--- src/rtl/enclave_pkg.sv ---
package enclave_pkg;

  typedef enum logic [2:0] {
    OP_NOP    = 3'd0,
    OP_CREATE = 3'd1,
    OP_ADD    = 3'd2,
    OP_INIT   = 3'd3,
    OP_ENTER  = 3'd4,
    OP_EXIT   = 3'd5
  } op_e;

  typedef enum logic [2:0] {
    RC_OK          = 3'd0,
    RC_BAD_OP      = 3'd1,
    RC_BAD_STATE   = 3'd2,
    RC_BUSY        = 3'd3,
    RC_NOT_RUNNING = 3'd4
  } code_e;

  typedef enum logic [1:0] {
    SL_FREE   = 2'd0,
    SL_BUILD  = 2'd1,
    SL_SEALED = 2'd2
  } slot_state_e;

endpackage

--- src/rtl/enclave_mix.sv ---
module enclave_mix #(
  parameter int          MEAS_W = 32,
  parameter int          ADDR_W = 20,
  parameter int          TYPE_W = 2,
  parameter int          ROT    = 5,
  parameter logic [31:0] KEY    = 32'h9E3779B9
) (
  input  logic [MEAS_W-1:0] meas_in,
  input  logic [ADDR_W-1:0] addr,
  input  logic [TYPE_W-1:0] typ,
  input  logic [MEAS_W-1:0] digest,
  output logic [MEAS_W-1:0] meas_out
);
  localparam int TYPE_SH = MEAS_W - TYPE_W;

  logic [MEAS_W-1:0] folded, rotated, word;

  always_comb begin
    folded   = meas_in ^ digest;
    rotated  = (folded << ROT) | (folded >> (MEAS_W - ROT));
    word     = MEAS_W'(addr) ^ (MEAS_W'(typ) << TYPE_SH);
    meas_out = rotated + word + MEAS_W'(KEY);
  end
endmodule

--- src/rtl/enclave_slot_table.sv ---
module enclave_slot_table
  import enclave_pkg::*;
#(
  parameter int SLOTS  = 4,
  parameter int MEAS_W = 32,
  localparam int SLOT_W = (SLOTS > 1) ? $clog2(SLOTS) : 1
) (
  input  logic              clk,
  input  logic              rst,
  input  logic [SLOT_W-1:0] slot,
  input  logic              st_we,
  input  slot_state_e       st_wd,
  input  logic              meas_we,
  input  logic [MEAS_W-1:0] meas_wd,
  output slot_state_e       st_rd,
  output logic [MEAS_W-1:0] meas_rd
);
  slot_state_e       st_q [SLOTS];
  logic [MEAS_W-1:0] mem  [SLOTS];

  always_ff @(posedge clk) begin
    if (rst) begin
      for (int i = 0; i < SLOTS; i++) st_q[i] <= SL_FREE;
    end else if (st_we) begin
      st_q[slot] <= st_wd;
    end
  end

  // measurement store: single write port, no reset, RAM-inferable
  always_ff @(posedge clk) begin
    if (meas_we) mem[slot] <= meas_wd;
  end

  assign st_rd   = st_q[slot];
  assign meas_rd = mem[slot];

  for (genvar g = 0; g < SLOTS; g++) begin : g_slot_chk

    meas_frozen_chk: assert property (@(posedge clk) disable iff (rst)
      (st_q[g] == SL_SEALED && $past(st_q[g]) == SL_SEALED) |-> mem[g] == $past(mem[g]));

    sealed_sticky_chk: assert property (@(posedge clk) disable iff (rst)
      ($past(st_q[g]) == SL_SEALED) |-> st_q[g] == SL_SEALED);
  end
endmodule

--- src/rtl/enclave_cmd_check.sv ---
module enclave_cmd_check
  import enclave_pkg::*;
#(
  parameter int SLOTS = 4,
  localparam int SLOT_W = (SLOTS > 1) ? $clog2(SLOTS) : 1
) (
  input  logic              go,
  input  logic [2:0]        op,
  input  logic [SLOT_W-1:0] slot,
  input  slot_state_e       state,
  input  logic              running,
  input  logic [SLOT_W-1:0] run_slot,
  output code_e             code,
  output logic              st_we,
  output slot_state_e       st_wd,
  output logic              meas_we,
  output logic              seed_sel,
  output logic              run_set,
  output logic              run_clr
);
  logic ok;

  always_comb begin
    code     = RC_OK;
    st_wd    = state;
    st_we    = 1'b0;
    meas_we  = 1'b0;
    seed_sel = 1'b0;
    run_set  = 1'b0;
    run_clr  = 1'b0;
    case (op)
      OP_CREATE: begin
        if (state != SL_FREE) code = RC_BAD_STATE;
        st_we = 1'b1; st_wd = SL_BUILD; meas_we = 1'b1; seed_sel = 1'b1;
      end
      OP_ADD: begin
        if (state != SL_BUILD) code = RC_BAD_STATE;
        meas_we = 1'b1;
      end
      OP_INIT: begin
        if (state != SL_BUILD) code = RC_BAD_STATE;
        st_we = 1'b1; st_wd = SL_SEALED;
      end
      OP_ENTER: begin
        if (state != SL_SEALED) code = RC_BAD_STATE;
        else if (running)       code = RC_BUSY;
        run_set = 1'b1;
      end
      OP_EXIT: begin
        if (!running || run_slot != slot) code = RC_NOT_RUNNING;
        run_clr = 1'b1;
      end
      default: code = RC_BAD_OP;
    endcase
    ok       = go && (code == RC_OK);
    st_we    = st_we   && ok;
    meas_we  = meas_we && ok;
    run_set  = run_set && ok;
    run_clr  = run_clr && ok;
  end
endmodule

--- src/rtl/enclave_lifecycle_ctrl.sv ---
module enclave_lifecycle_ctrl
  import enclave_pkg::*;
#(
  parameter int          SLOTS  = 4,
  parameter int          ADDR_W = 20,
  parameter int          TYPE_W = 2,
  parameter int          MEAS_W = 32,
  parameter logic [31:0] SEED   = 32'h6A09E667,
  parameter logic [31:0] KEY    = 32'h9E3779B9,
  localparam int SLOT_W = (SLOTS > 1) ? $clog2(SLOTS) : 1
) (
  input  logic              clk,
  input  logic              rst,
  input  logic              cmd_valid,
  output logic              cmd_ready,
  input  logic [2:0]        cmd_op,
  input  logic [SLOT_W-1:0] cmd_slot,
  input  logic [ADDR_W-1:0] cmd_addr,
  input  logic [TYPE_W-1:0] cmd_type,
  input  logic [MEAS_W-1:0] cmd_digest,
  output logic              rsp_valid,
  output logic [2:0]        rsp_code,
  output logic [MEAS_W-1:0] rsp_meas,
  output logic              prot_mode,
  output logic [SLOT_W-1:0] active_slot
);
  logic              accept;
  slot_state_e       cur_state, st_wd;
  logic [MEAS_W-1:0] cur_meas, mixed, meas_wd;
  code_e             code;
  logic              st_we, meas_we, seed_sel, run_set, run_clr;

  assign accept = cmd_valid && cmd_ready;

  enclave_slot_table #(.SLOTS(SLOTS), .MEAS_W(MEAS_W)) u_table (
    .clk(clk), .rst(rst), .slot(cmd_slot),
    .st_we(st_we), .st_wd(st_wd), .meas_we(meas_we), .meas_wd(meas_wd),
    .st_rd(cur_state), .meas_rd(cur_meas)
  );

  enclave_cmd_check #(.SLOTS(SLOTS)) u_check (
    .go(accept), .op(cmd_op), .slot(cmd_slot), .state(cur_state),
    .running(prot_mode), .run_slot(active_slot),
    .code(code), .st_we(st_we), .st_wd(st_wd), .meas_we(meas_we),
    .seed_sel(seed_sel), .run_set(run_set), .run_clr(run_clr)
  );

  enclave_mix #(.MEAS_W(MEAS_W), .ADDR_W(ADDR_W), .TYPE_W(TYPE_W), .KEY(KEY)) u_mix (
    .meas_in(cur_meas), .addr(cmd_addr), .typ(cmd_type), .digest(cmd_digest),
    .meas_out(mixed)
  );

  assign meas_wd = seed_sel ? MEAS_W'(SEED) : mixed;

  always_ff @(posedge clk) begin
    if (rst) begin
      cmd_ready   <= 1'b0;
      rsp_valid   <= 1'b0;
      rsp_code    <= 3'd0;
      rsp_meas    <= '0;
      prot_mode   <= 1'b0;
      active_slot <= '0;
    end else begin
      cmd_ready <= 1'b1;
      rsp_valid <= accept;
      if (accept) begin
        rsp_code <= code;
        rsp_meas <= meas_we ? meas_wd : cur_meas;
      end
      if (run_set) begin
        prot_mode   <= 1'b1;
        active_slot <= cmd_slot;
      end else if (run_clr) begin
        prot_mode <= 1'b0;
      end
    end
  end


  rsp_follow_chk: assert property (@(posedge clk) disable iff (rst)
    (cmd_valid && cmd_ready) |=> rsp_valid);

  rsp_quiet_chk: assert property (@(posedge clk) disable iff (rst)
    !(cmd_valid && cmd_ready) |=> !rsp_valid);

  reject_keeps_mode_chk: assert property (@(posedge clk) disable iff (rst)
    (rsp_valid && rsp_code != 3'd0) |-> (prot_mode == $past(prot_mode) && active_slot == $past(active_slot)));

  enter_ok_chk: assert property (@(posedge clk) disable iff (rst)
    $rose(prot_mode) |-> (rsp_valid && rsp_code == 3'd0));

  exit_ok_chk: assert property (@(posedge clk) disable iff (rst)
    $fell(prot_mode) |-> (rsp_valid && rsp_code == 3'd0));
endmodule

--- config.mk ---
export PLATFORM = sky130hd
export DESIGN_NAME = enclave_lifecycle_ctrl
export DESIGN_NICKNAME = d
export VERILOG_FILES = /design/src/rtl/enclave_pkg.sv /design/src/rtl/enclave_mix.sv /design/src/rtl/enclave_slot_table.sv /design/src/rtl/enclave_cmd_check.sv /design/src/rtl/enclave_lifecycle_ctrl.sv
export SDC_FILE = /design/constraint.sdc
export NUM_CORES = 1
export LEC_CHECK = 0
export ABC_CLOCK_PERIOD_IN_PS = 7350
export BUFFER_PORTS_ARGS = -buffer_cell sky130_fd_sc_hd__buf_2
export CAP_MARGIN = 5
export CORE_UTILIZATION = 59
export CTS_CLUSTER_SIZE = 20
export DETAILED_ROUTE_END_ITERATION = 16
export GPL_TIMING_DRIVEN = 0
export PLACE_DENSITY = 0.8
export SLEW_MARGIN = 5
export SYNTH_ARGS = -nofsm -noshare
export SYNTH_HDL_FRONTEND = slang
export SYNTH_SLANG_ARGS = --single-unit
--- constraint.sdc ---
create_clock -name clk -period 7.35 [get_ports clk]
set_input_delay 1.1025 -clock clk [delete_from_list [all_inputs] [get_ports clk]]
set_output_delay 1.1025 -clock clk [all_outputs]
set_load 0.02 [all_outputs]
==> results.cfg <==
[layout]
syn_to_final_growth_pct = 15.7
drive_gt1_share_pct = 21.5
final_util_pct = 70.4
final_common_cell = edfxtp_1
final_nets = 1032
num_antenna_cells = 0
layout_common_cells = 136 x edfxtp_1, 101 x buf_2, 64 x nor2_1

[logic_synthesis]
synth_edf_count = 136
synth.yosys.seq_area_share_pct = 52.4
ys_types = 64
yosys.area.top_type = edfxtp_1
async_flop_share_pct = 0
syn-cell-area_um2 = 9320
synth.top_cell.area_share_pct = 43.8
yosysWarnings = 0
syn-num-nets = 908
synthFlopType = edfxtp_1
ys_ff_latch = 176
yosys-top-cells-area = edfxtp_1 44%, dfxtp_1 8.6%, mux4_2 8.2%
avgSynthCellArea_um2 = 11.7
syn_inst = 797

[pwr]
power.total_uw = 2740
netSwitchingFraction_pct = 31.0
sequentialPowerShare_pct = 43.0
p_sw_uw = 850
power_leakage_uw = 0.00424
clock_power_share_pct = 33.0
ir_drop_v = 0.000181
powerDensity_nw_per_um2 = 254
p_comb_share_pct = 24.0
internal_power_uw = 1890

[outcome]
status = finished clean

[worst_setup_path]
startpoint_type = primary input
path_class = in -> reg
worst_setup_path_end_kind = flip-flop
crit_required_ns = 7.48
critPathArrivalTime_ns = 6.54
critPathMaxFanout = 10

[timing]
max-slew-margin-rel_pct = 29.7
worstMarginPinSlew_ns = 1.05
grt_setup_unrepaired = no
setup_violations = 0
max_freq_mhz = 156
hold_viol = 0
slew_viol_final = 0
finClkSkew_ns = 0.0123
hold_ws_ns = 0.448
period_minus_slack_ns = 6.40
fin_crit_sh_pct = 87.1

[clocking]
cts_resized = 0
postCtsSetupBuffers = 0
clock_path_buffers = 2
cts_tree = yes
clockRootBuffer = clkbuf_16
path_clk_slew_ns = 0.07
clock_latency_ns = 0.44
htreeDepth = 4
hold_buffers = 0
numCtsBuffers = 17
clock-sinks = 176

[floorplan]
rows = 45
die_h_um = 128
dieArea_um2 = 16300
die_w_um = 128
core_area_um2 = 15300
io_pins = 102
initial_core_util_pct = 60.8

[run]
drv_cap = 0

[placement]
dpl.hpwl_um = 18300
place.port_buffers = 97
place_congestion = 0.943

[global_routing]
grt_pass1_wl_um = 37800
antenna_found_initial = 0
grt-ovfl-total = 0
grt_usage_pct = 32.3
grt_max_degree = 24
grt_pass1_vias = 6870

[detailed_routing]
ant_nets = 0
drtPass1Iterations = 5
drc_errors = 0
routed_wl_um = 25300
wl_per_cell_um = 22.1
vias_per_cell = 6.18
drt_iter0_markers = 744
num_vias = 7081

[worst_hold_path]
min_path_type = reg -> reg
## per-stage QoR
stage                     std cells  worst slack (ns)  area, um2  setup TNS, ns
after CTS                      1145              1.10      10800              0
after global placement         1105            -0.443      10100         -26.22
after floorplan                 797              1.85       9320              0
after global routing           1145             0.813      10800              0
final                          1145             0.948      10800              0
after detailed placement       1113             0.672      10200              0
## flip-flops by register name, summed over array words and instances, names as in the netlist
name / count
u_table.mem: 128
prot_mode: 1
rsp_code: 3
rsp_meas: 32
rsp_valid: 1
active_slot: 2
u_table.st_q: 8
cmd_ready: 1
## power by group through the flow
stage	Combinational, uW	Sequential, uW	Clock [uW]
after floorplan	440	1210	0
after global placement	624	1200	0
after CTS	644	1180	905
after detailed placement	637	1200	0
after global routing	720	1180	951
final	657	1180	903
## cell type report
type / count / area (um2)
Tap cell: 211 / 264
Clock inverter: 14 / 149
Timing Repair Buffer: 105 / 586
Clock buffer: 18 / 439
Inverter: 56 / 210
Buffer: 42 / 174
Multi-Input combinational cell: 523 / 4070
Sequential cell: 176 / 4880
Fill cell: 1145 / 4530
## critical path, stage by stage
cell	delay (ns)
clkbuf_1	0.33
buf_1	0.72
clkbuf_1	0.68
mux4_2	0.46
xnor2_1	0.15
ha_1	0.27
inv_1	0.04
ha_1	0.37
a2111oi_0	0.75
a211oi_1	0.25
o211ai_1	0.46
a21boi_1	0.21
a41oi_1	0.29
xor2_1	0.28
nand2_1	0.17
## synthesized netlist by cell type, types with 8 or more instances
master      n
mux4_2     34
xnor2_1    32
inv_1      56
and3_1     10
nor3_1     23
nand3_1    16
or2_2      10
a21oi_1    51
o21a_1      9
a211oi_1    8
a31oi_1     8
edfxtp_1  136
dfxtp_1    40
xor2_1     26
nand2b_1    8
nand2_1    46
a21o_1      8
clkbuf_1   32
nor2_1     66
ha_1       48
o21ai_0    31
## logic make-up (layout without fill, tap and decap cells)
kind of cell / count (synthesis) / in the layout / synth area share (%)
simple gates: 208 / 208 / 10.6
flops: 176 / 176 / 52.4
compound gates: 168 / 168 / 11.9
buf+inv: 98 / 235 / 4.12
xor+xnor: 58 / 58 / 5.45
fa+ha+maj: 49 / 49 / 6.66
mux: 40 / 40 / 8.88
## worst paths after layout
path,start,endpoint,slack [ns],depth (start not counted)
worst max-delay path,cmd_slot[1],u_table.mem[0][29]$_DFFE_PP_,0.95,15
worst min-delay path,rsp_meas[6]$_SDFFE_PP0P_,rsp_meas[6]$_SDFFE_PP0P_,0.45,2
worst max register to register,u_table.mem[0][3]$_DFFE_PP_,u_table.mem[0][29]$_DFFE_PP_,2.90,12
worst min register to register,rsp_meas[6]$_SDFFE_PP0P_,rsp_meas[6]$_SDFFE_PP0P_,0.45,2
## layer usage
layer | vias up | GRT usage, % | share of wire, %
met5 | - | 0 | 0
met4 | 0 | 16.1 | 4.3
met3 | 73 | 6.72 | 8.4
met2 | 388 | 51.2 | 47
met1 | 3407 | 42.6 | 41
li1 | 3213 | - | -
Power figures use the tool's default switching activity.
